--- config.mk ---
export PLATFORM = sky130hd
export DESIGN_NAME = gold_chip_gen
export DESIGN_NICKNAME = d
export VERILOG_FILES = /design/src/rtl/gold_pkg.sv /design/src/rtl/gold_slip_ctl.sv /design/src/rtl/gold_lfsr.sv /design/src/rtl/gold_frame_dec.sv /design/src/rtl/gold_chip_gen.sv
export SDC_FILE = /design/constraint.sdc
export NUM_CORES = 1
export LEC_CHECK = 0
export ABC_AREA = 1
export CAP_MARGIN = 40
export CORE_UTILIZATION = 30
export CTS_BUF_LIST = sky130_fd_sc_hd__clkbuf_8 sky130_fd_sc_hd__clkbuf_16
export DETAILED_ROUTE_END_ITERATION = 8
export DONT_BUFFER_PORTS = 1
export GPL_ROUTABILITY_DRIVEN = 0
export GPL_TIMING_DRIVEN = 0
export SLEW_MARGIN = 10
export SYNTH_ARGS = -nofsm -noshare
export SYNTH_HDL_FRONTEND = slang
export SYNTH_SLANG_ARGS = --single-unit
--- constraint.sdc ---
create_clock -name clk -period 1.9 [get_ports clk]
set_input_delay 0.57 -clock clk [delete_from_list [all_inputs] [get_ports clk]]
set_output_delay 0.57 -clock clk [all_outputs]
set_load 0.02 [all_outputs]
--- src/rtl/gold_pkg.sv ---
package gold_pkg;

  // Default register length and feedback polynomials.
  // Bit k of a polynomial is the coefficient of x^k; x^STAGES is implied.
  localparam int unsigned    GOLD_STAGES = 5;
  localparam logic [4:0]     GOLD_POLY_A = 5'b00101;  // 1 + x^2 + x^5
  localparam logic [4:0]     GOLD_POLY_B = 5'b11101;  // 1 + x^2 + x^3 + x^4 + x^5

  // Number of register steps to take in one clock cycle.
  typedef enum logic [1:0] {
    STEP_NONE = 2'd0,
    STEP_ONE  = 2'd1,
    STEP_TWO  = 2'd2
  } step_e;

endpackage

--- src/rtl/gold_slip_ctl.sv ---
module gold_slip_ctl
  import gold_pkg::*;
(
  input  logic  chip_en,
  input  logic  slip_adv,
  input  logic  slip_ret,
  output step_e step
);

  // Retard drops the step, advance doubles it, both together cancel.
  always_comb begin
    if (!chip_en) begin
      step = STEP_NONE;
    end else if (slip_adv == slip_ret) begin
      step = STEP_ONE;
    end else if (slip_ret) begin
      step = STEP_NONE;
    end else begin
      step = STEP_TWO;
    end
  end

endmodule

--- src/rtl/gold_lfsr.sv ---
module gold_lfsr
  import gold_pkg::*;
#(
  parameter int unsigned        STAGES = 5,
  parameter logic [STAGES-1:0]  POLY   = '1
) (
  input  logic              clk,
  input  logic              rst,
  input  logic [STAGES-1:0] seed,
  input  step_e             step,
  output logic [STAGES-1:0] state
);

  // state[0] is stage 1 (newest bit), state[STAGES-1] is the output stage.
  // Coefficient k of the polynomial selects the bit emitted k steps later,
  // which sits in stage STAGES-k.
  function automatic logic [STAGES-1:0] mask_of(input logic [STAGES-1:0] p);
    logic [STAGES-1:0] m;
    for (int k = 0; k < int'(STAGES); k++) begin
      m[STAGES-1-k] = p[k];
    end
    return m;
  endfunction

  localparam logic [STAGES-1:0] TAPS = mask_of(POLY);

  function automatic logic [STAGES-1:0] advance(input logic [STAGES-1:0] s);
    return {s[STAGES-2:0], ^(s & TAPS)};
  endfunction

  logic [STAGES-1:0] seed_fixed;
  logic [STAGES-1:0] one_step;
  logic [STAGES-1:0] two_step;

  // The all-zero state never leaves itself; substitute all ones.
  assign seed_fixed = (seed == '0) ? '1 : seed;
  assign one_step   = advance(state);
  assign two_step   = advance(one_step);

  always_ff @(posedge clk) begin
    if (rst) begin
      state <= seed_fixed;
    end else begin
      unique case (step)
        STEP_ONE: state <= one_step;
        STEP_TWO: state <= two_step;
        default:  state <= state;
      endcase
    end
  end

endmodule

--- src/rtl/gold_frame_dec.sv ---
module gold_frame_dec #(
  parameter int unsigned STAGES = 5
) (
  input  logic [STAGES-1:0] state,
  output logic              frame
);

  // The all-ones state appears once per maximal-length period.
  assign frame = &state;

endmodule

--- src/rtl/gold_chip_gen.sv ---
module gold_chip_gen
  import gold_pkg::*;
#(
  parameter int unsigned        STAGES = GOLD_STAGES,
  parameter logic [STAGES-1:0]  POLY_A = GOLD_POLY_A,
  parameter logic [STAGES-1:0]  POLY_B = GOLD_POLY_B
) (
  input  logic              clk,
  input  logic              rst,
  input  logic              chip_en,
  input  logic              slip_adv,
  input  logic              slip_ret,
  input  logic [STAGES-1:0] seed_a,
  input  logic [STAGES-1:0] seed_b,
  output logic              m_a,
  output logic              m_b,
  output logic              gold_chip,
  output logic              bit_strobe
);

  localparam int unsigned OUT_STAGE = STAGES - 1;

  step_e             step;
  logic [STAGES-1:0] st_a;
  logic [STAGES-1:0] st_b;

  gold_slip_ctl u_slip (
    .chip_en  (chip_en),
    .slip_adv (slip_adv),
    .slip_ret (slip_ret),
    .step     (step)
  );

  gold_lfsr #(.STAGES(STAGES), .POLY(POLY_A)) u_reg_a (
    .clk   (clk),
    .rst   (rst),
    .seed  (seed_a),
    .step  (step),
    .state (st_a)
  );

  gold_lfsr #(.STAGES(STAGES), .POLY(POLY_B)) u_reg_b (
    .clk   (clk),
    .rst   (rst),
    .seed  (seed_b),
    .step  (step),
    .state (st_b)
  );

  gold_frame_dec #(.STAGES(STAGES)) u_frame (
    .state (st_a),
    .frame (bit_strobe)
  );

  assign m_a       = st_a[OUT_STAGE];
  assign m_b       = st_b[OUT_STAGE];
  assign gold_chip = m_a ^ m_b;

endmodule

**After elaboration in Yosys (flattened, before gate mapping)**

Index checks and enable logic that the tools add are counted.

- $add $sub $neg: 0
- Multipliers: 0
- Divide/modulo/power cells: 0
- $lt $le $gt $ge: 0
- Eq/ne operators: 3
- Shifts and indexed selects: 0
- Multiplexer cells: 9
- Bitwise gates (word level): 1
- Reduce and logical (&&, ||, !) cells: 8

Operators by type and width:

| operator | count |
|---|---|
| 5-bit 2-to-1 mux | 4 |
| 5-bit one-hot mux with 2 select lines | 2 |
| 5-bit parity | 4 |
| 5-bit logical NOT | 2 |
| 2-bit 2-to-1 mux | 3 |
| 5-bit AND reduction | 1 |
| 3-bit nonzero test | 1 |
| 2-bit by 1-bit == test with 1-bit output, second input constant | 1 |
| 2-bit == test, second input constant | 1 |
| 1-bit == test | 1 |
| 1-bit bitwise XOR | 1 |

- Register bits: 10
- Bits in latches: 0
- RAM bits: 0
- Memory bits (read-only): 0
- Output and inout port bits: 4
- Word-level logic and storage cells: 23
- Memories kept: 0

**Depth between registers and ports, before layout**

Gate-level depths: netlist of the first run.

- Depth after elaboration: 6
- Mapped depth: 9

**Cells and area by module**

Synthesis of the first run repeated with hierarchy kept, for this count alone.

- Cells, all modules: 136
- Area, all modules: 824.5 µm²

By module, submodules not included:

| module | instances | cells each | area each (µm²) | sequential area each (µm²) |
|---|---|---|---|---|
| gold_lfsr (u_reg_b) | 1 | 63 | 396.6 | 150.1 |
| gold_lfsr (u_reg_a) | 1 | 59 | 365.4 | 150.1 |
| gold_slip_ctl | 1 | 6 | 31.3 | 0.0 |
| gold_chip_gen | 1 | 5 | 18.8 | 0.0 |
| gold_frame_dec | 1 | 3 | 12.5 | 0.0 |

**Worst setup path before layout of the first run**

No wires, ideal clock.

- Kind: in2reg
- Start point: input port slip_ret
- End point: register u_reg_a.state[0], enable pin
- Arrival time: 1,513 ps
- Data required time: 1,551 ps
- Path slack: 38 ps
- Stages: 6
- Buffers on the path: 1
- Path through: inv_1 > ha_1 > inv_2 > nand3_2 > buf_6 > nand3_1

- Cells in the longest elaborated chain, start to end: 5

RTL lines:

| what | RTL line | RTL |
|---|---|---|
| from (decl) | gold_chip_gen.sv:12 | `input logic slip_ret,` |
| 1-bit == test / 2-bit 2-to-1 mux (equally long branches) | gold_slip_ctl.sv:14, gold_slip_ctl.sv:16 |  |
| 2-bit 2-to-1 mux * | gold_slip_ctl.sv:14 | `end else if (slip_adv == slip_ret) begin` |
| 2-bit 2-to-1 mux * | gold_slip_ctl.sv:12 | `if (!chip_en) begin` |
| 2-bit by 1-bit == test with 1-bit output / 2-bit == test (equally long branches) | gold_lfsr.sv:44 | `unique case (step)` |
| 3-bit nonzero test (no source line) * | - |  |
| to (signal assigned) | gold_lfsr.sv:45 | `STEP_ONE: state <= one_step;` |
| to (signal assigned) | gold_lfsr.sv:46 | `STEP_TWO: state <= two_step;` |
| to (signal assigned) | gold_lfsr.sv:47 | `default: state <= state;` |
| to (decl) | gold_lfsr.sv:11 | `output logic [STAGES-1:0] state` |

Mark *: on every way between the ends. The rest lies on a longest branch, timed or not.
A chain may end at the register's enable or synchronous reset.

**Worst setup path after layout of the first run**

- Start point: register u_reg_a.state[4]
- End point: output port gold_chip

- Cells in the longest elaborated chain, start to end: 1

RTL lines:

| what | RTL line | RTL |
|---|---|---|
| from (signal assigned) | gold_lfsr.sv:42 | `state <= seed_fixed;` |
| from (signal assigned) | gold_lfsr.sv:45 |  |
| from (signal assigned) | gold_lfsr.sv:46 |  |
| 1-bit bitwise XOR | gold_chip_gen.sv:57 | `assign gold_chip = m_a ^ m_b;` |
| to (decl) | gold_chip_gen.sv:17 | `output logic gold_chip,` |

No other way between the ends.

==> results of run 1 <==
==> metal layers <==
| metal | share of wire | vias up | routed length [um] | global-route usage |
|---|---|---|---|---|
| li1 | - | 342 | - | - |
| met1 | 0.46 | 291 | 713 | 0.183 |
| met2 | 0.45 | 18 | 711 | 0.201 |
| met3 | 0.063 | 5 | 98 | 0.0175 |
| met4 | 0.027 | 0 | 43 | 0.0946 |
| met5 | 0 | - | 0 | 0 |
==> report_power, final <==
group	internal [mW]	switching (mW)
clock network	0.138	0.0725
registers	0.283	0.0337
logic	0.0559	0.0918
total	0.476	0.198
==> metrics by stage <==
| step | worst slack, ps | total power, mW |
|---|---|---|
| after floorplan | 38.1 | 0.436 |
| after detailed placement | -141 | 0.467 |
| after global routing | 10.3 | 0.716 |
| final | 94.2 | 0.674 |
| after CTS | 77.6 | 0.680 |
| after global placement | -118 | 0.462 |
==> cell families (layout without fill, tap and decap cells) <==
logic type / Yosys count / count (layout) / share of synthesized area
AO/OA/AOI/OAI: 23 / 23 / 0.160
buffers and inverters: 13 / 16 / 0.0849
adder cells (fa/ha/maj): 1 / 1 / 0.0166
XOR/XNOR: 4 / 4 / 0.0466
AND/OR/NAND/NOR: 48 / 48 / 0.293
flip-flops: 10 / 10 / 0.399
==> worst paths after layout <==
check,startpoint,endpoint,cells past startpoint,slack [ps]
hold / removal,seed_a[1],u_reg_a.state[1]$_DFFE_PP_,2,550
hold reg to reg,u_reg_a.state[3]$_DFFE_PP_,u_reg_a.state[4]$_DFFE_PP_,2,680
setup / recovery,u_reg_a.state[4]$_DFFE_PP_,gold_chip,1,90
setup reg to reg,u_reg_b.state[4]$_DFFE_PP_,u_reg_b.state[0]$_DFFE_PP_,5,610
==> layout make-up <==
cell class	instances	area [um^2]
buffer	2	22.5
inverter	11	41.3
clock buffer	3	41.3
tap	28	35.0
fill	257	1470
multi-input combinational	76	388
sequential	10	300
==> sequential cells by signal, summed over array words and instances, names as in the netlist <==
name           flops
u_reg_b.state      5
u_reg_a.state      5
==> layout by cell type, fill, tap and decap left out <==
cell type	count
nand3_2	1
a21oi_1	6
inv_1	9
nor2_4	1
buf_6	2
xor2_1	3
o21ai_1	5
inv_2	2
ha_1	1
edfxtp_1	10
o211ai_1	2
nor3_2	1
o21ai_0	10
nor3b_2	1
nor2_1	11
nor3_1	2
nand2_1	24
nand3_1	7
xnor2_1	1
clkbuf_8	3
==> impl_metrics.py, run 1 <==
metrics = {
    "outcome": {
        "status": "completed",
    },
    "sta": {
        "timing.final.crit_share": 0.950,
        "clock_skew_ps": 0.275,
        "rsz0062_at_grt": "false",
        "fin_tns_setup_ps": 0,
        "hold_viol": 0,
        "max_freq_mhz": 554,
        "relSlewSlack": 0.687,
        "maxSlewViolCount": 0,
        "setup_viol": 0,
        "worst_pin_slew_ps": 468,
        "min_period_ps": 1810,
        "timing.hold.ws_ps": 550,
    },
    "routing": {
        "drc": 0,
        "routedWlPerCell_um": 12.0,
        "drt_iter0_drc": 25,
        "drt_first_pass_iters": 4,
        "wl_mm": 1.57,
        "ant_nets": 0,
        "vias": 656,
        "vias_per_cell": 5.05,
    },
    "synth": {
        "async_flop_share": 0,
        "ys_seq_area_frac": 0.399,
        "syn_area_um2": 752,
        "ys_ff_latch": 10,
        "syn_avg_cell_area_um2": 7.60,
        "synth_edf_count": 10,
        "yosysWarningCount": 0,
        "synth_largest_area_cell": "edfxtp_1",
        "yosys-top-cells-count": "24 x nand2_1, 11 x nor2_1, 10 x edfxtp_1, 10 x o21ai_0, 9 x inv_1",
        "ys_top_cells_by_area": "edfxtp_1 40%, nand2_1 12%, o21ai_0 6.7%",
        "synth_flop_cell": "edfxtp_1",
        "synth.top_cell.area_share": 0.399,
        "synth_fp_nets": 115,
        "yosys.cell_count.top_type": "nand2_1",
        "syn_inst": 99,
        "ys_types": 19,
    },
    "critical_path": {
        "crit_type": "reg2out",
        "critPathLaunchType": "flip-flop",
        "critPathTopFamily": "flip-flops",
        "cp_max_fo": 4,
        "crit_chain": "xor2_1",
        "critPathArrivalTime_ps": 1240,
        "crit_slowest_cell": "edfxtp_1",
        "max_stage_delay_ps": 540,
        "critPathBufInv": 0,
        "setup.worst_path.end_class": "output pin",
        "crit_required_ps": 1330,
    },
    "floorplanning": {
        "fp.dieH_um": 52.1,
        "core.rowCount": 17,
        "dieArea_mm2": 0.00271,
        "start_util": 0.327,
        "io_pins": 19,
        "die_w_um": 52.1,
        "core_mm2": 0.00230,
    },
    "grt": {
        "antenna_found_initial": 0,
        "grt_max_degree": 11,
        "grt_usage": 0.137,
        "grt_pass1_vias": 636,
        "grt_pass1_wl_mm": 2.70,
        "overflow": 0,
    },
    "final_layout": {
        "fin_util": 0.361,
        "fin_nets": 120,
        "drive_above_1_share": 0.108,
        "antenna_cells": 0,
        "area_growth_pct": 10.1,
        "final_cells": 130,
        "final_area_um2": 828,
    },
    "run": {
        "maxCapViolCount": 0,
    },
    "clock_network": {
        "clock-sinks": 10,
        "cts_resized": 0,
        "cts_hold_buf": 0,
        "cts_tree": "yes",
        "cts_max_path_buffers": 2,
        "cts_inserted_buffers": 3,
        "cts_setup_buffers": 0,
        "clock_latency_ps": 230,
        "root_buffer": "clkbuf_8",
        "cts_htree_levels": 1,
        "clkTransAtPathRegs_ps": 40,
    },
    "place": {
        "place_area_um2": 787,
        "dp.cells": 127,
        "hpwl_mm": 1.26,
        "io_buffers": 0,
    },
    "pwr": {
        "power_density_mw_per_mm2": 814,
        "leakage_nw": 0.351,
        "ir_drop_mv": 0.334,
    },
    "min_path": {
        "hp-class": "in2reg",
    },
}
Power figures use the tool's default switching activity.
==> run 2: changes to the inputs <==
CORE_UTILIZATION = 54   (was 30)
PLACE_DENSITY = 0.72   (was default)
SYNTH_HIERARCHICAL = 1   (was default)
==> run 2 against run 1 <==
Effect of this change:
- core utilization rose by 29 points
- synthesized cell count rose by 37%
- sequential power decreased by 2%
- flip-flop and latch count unchanged
- setup slack got worse by 34 ps
- global-route usage increased by 13 points
- clock skew is 2.6 ps higher
==> impl_metrics.py, run 2 <==
metrics = {
    "outcome": {
        "status": "completed",
    },
    "grt": {
        "grt_usage": 0.264,
        "overflow": 0,
        "antenna_found_initial": 0,
        "grt_max_degree": 12,
        "grt_pass1_wl_mm": 2.77,
        "grt_pass1_vias": 695,
    },
    "routing": {
        "drt_first_pass_iters": 4,
        "drc": 0,
        "wl_mm": 1.85,
        "vias": 822,
        "routedWlPerCell_um": 11.9,
        "drt_iter0_drc": 33,
        "ant_nets": 0,
        "vias_per_cell": 5.30,
    },
    "critical_path": {
        "critPathArrivalTime_ps": 1710,
        "critPathLaunchType": "input pin",
        "crit_type": "in2reg",
        "r2r_slack_ps": 620,
        "r2r_start": "u_reg_b/state[4]$_DFFE_PP_",
        "crit_required_ps": 1770,
        "cp_max_fo": 5,
        "max_stage_delay_ps": 570,
        "critPathBufInv": 3,
        "worstRegToRegCells": 7,
        "crit_chain": "inv_1, ha_1, nand2_1, inv_1, inv_1, o21ai_0",
        "reg2reg_to": "u_reg_b/state[1]$_DFFE_PP_",
        "crit_slowest_cell": "o21ai_0",
        "critPathTopFamily": "compound AO/OA/AOI/OAI gates",
        "setup.worst_path.end_class": "flip-flop",
        "cpMostUsedCell": "inv_1",
    },
    "clock_network": {
        "cts_resized": 0,
        "cts_max_path_buffers": 2,
        "root_buffer": "clkbuf_8",
        "cts_tree": "yes",
        "cts_setup_buffers": 0,
        "cts_hold_buf": 0,
        "clock-sinks": 10,
        "clock_latency_ps": 240,
        "clkTransAtPathRegs_ps": 50,
        "cts_inserted_buffers": 3,
        "cts_htree_levels": 1,
    },
    "final_layout": {
        "fill_cells": 142,
        "final_cell_mix": "48 x nand2_1, 26 x inv_1, 21 x nor2_1",
        "fin_util": 0.650,
        "mostFrequentLayoutCell": "nand2_1",
        "antenna_cells": 0,
        "fin_nets": 157,
        "layout_top_registers": "u_reg_a/state: 5 flops, u_reg_b/state: 5 flops",
        "drive_above_1_share": 0.0571,
        "area_growth_pct": 7.74,
        "final_cells": 155,
        "multi_input_area_um2": 415,
        "regArea_um2": 300,
    },
    "synth": {
        "synth-simple-area-share": 0.410,
        "synth_edf_count": 10,
        "synth_compound_area_frac": 0.0683,
        "syn_inst": 136,
        "yosys-top-cells-count": "48 x nand2_1, 26 x inv_1, 21 x nor2_1",
        "syn_area_um2": 825,
        "synth_top_family_by_area": "simple AND/OR/NAND/NOR gates",
        "async_flop_share": 0,
        "synth_fp_nets": 152,
        "ys_top_cells_by_area": "edfxtp_1 36%, nand2_1 22%, inv_1 12%",
        "yosys.cell_count.top_type": "nand2_1",
        "ys_ff_latch": 10,
        "synthXorXnorAreaFrac": 0.0106,
        "synth.area.mux_share": 0,
        "synth_largest_area_cell": "edfxtp_1",
        "ys_types": 15,
        "synthAdderAreaFrac": 0.0152,
        "yosysWarningCount": 6,
        "ys_seq_area_frac": 0.364,
        "syn_avg_cell_area_um2": 6.06,
        "synth.top_cell.area_share": 0.364,
        "synth_flop_cell": "edfxtp_1",
    },
    "sta": {
        "setup_viol": 0,
        "clock_skew_ps": 2.92,
        "worst_pin_slew_ps": 696,
        "timing.final.crit_share": 0.968,
        "maxSlewViolCount": 0,
        "max_freq_mhz": 543,
        "hold_viol": 0,
        "rsz0062_at_grt": "false",
        "setup_ws_ps": 59.9,
        "min_period_ps": 1840,
        "relSlewSlack": 0.531,
        "timing.hold.ws_ps": 514,
    },
    "place": {
        "dp.cells": 151,
        "io_buffers": 0,
        "pre_cts_slack_ps": -177,
        "hpwl_mm": 1.41,
    },
    "floorplanning": {
        "io_pins": 19,
        "dieArea_mm2": 0.00169,
        "die_w_um": 41.1,
        "core_mm2": 0.00137,
        "core.rowCount": 13,
        "fp.dieH_um": 41.1,
        "start_util": 0.603,
    },
    "run": {
        "maxCapViolCount": 0,
    },
    "min_path": {
        "hp-class": "in2reg",
        "hold_start": "rst",
        "min_to": "u_reg_a/state[1]$_DFFE_PP_",
        "holdPathStages": 2,
    },
    "pwr": {
        "power_density_mw_per_mm2": 787,
        "leakage_nw": 0.497,
        "ir_drop_mv": 0.475,
    },
}
-- run 2: where the power goes --
part / leakage (nW) / switching (mW) / internal, mW
Clock: 0.0231 / 0.0868 / 0.142
Combinational: 0.375 / 0.106 / 0.0536
Sequential: 0.0995 / 0.0296 / 0.281
Total: 0.497 / 0.223 / 0.477
-- run 2: layer usage --
layer | track usage | share of wire | vias up
met3 | 0.0707 | 0.11 | 6
met2 | 0.402 | 0.45 | 50
li1 | - | - | 424
met4 | 0.167 | 0.021 | 0
met1 | 0.327 | 0.42 | 342
met5 | 0 | 0 | -
-- run 2: kinds of logic after synthesis --
family | after synthesis
AOI/OAI and AO/OA | 11
xor gates and xnor gates | 1
adders and majority gates | 1
buffers and inverters | 29
DFF | 10
and+or+nand+nor | 84
-- run 2: through the flow --
| step | instance area (um^2) | total power, mW | setup TNS, ps |
|---|---|---|---|
| after floorplan | 825 | 0.438 | 0 |
| after global placement | 843 | 0.461 | -935 |
| after detailed placement | 843 | 0.471 | -974 |
| after CTS | 888 | 0.700 | 0 |
| after global routing | 888 | 0.744 | 0 |
| final | 888 | 0.699 | 0 |
-- run 2: worst max-delay path by stage --
stage                                          start                          to  slack [ps]  cells past startpoint
after floorplan                             slip_ret  u_reg_a/state[0]$_DFFE_PP_          20                      6
after global placement                      slip_ret  u_reg_a/state[0]$_DFFE_PP_        -190                      6
after detailed placement                    slip_ret  u_reg_a/state[3]$_DFFE_PP_        -180                      6
after CTS                                   slip_ret  u_reg_a/state[3]$_DFFE_PP_          90                      6
after global routing      u_reg_a/state[4]$_DFFE_PP_                  bit_strobe          20                      2
final                                       slip_ret  u_reg_a/state[4]$_DFFE_PP_          60                      6
-- run 2: area by class of cell --
cell class	instances	area share
multi-input cells	97	0.468
flip-flops and latches	10	0.338
inverters	29	0.123
clock buffers	3	0.0465
well taps	15	0.0211
clock inverters	1	0.00423
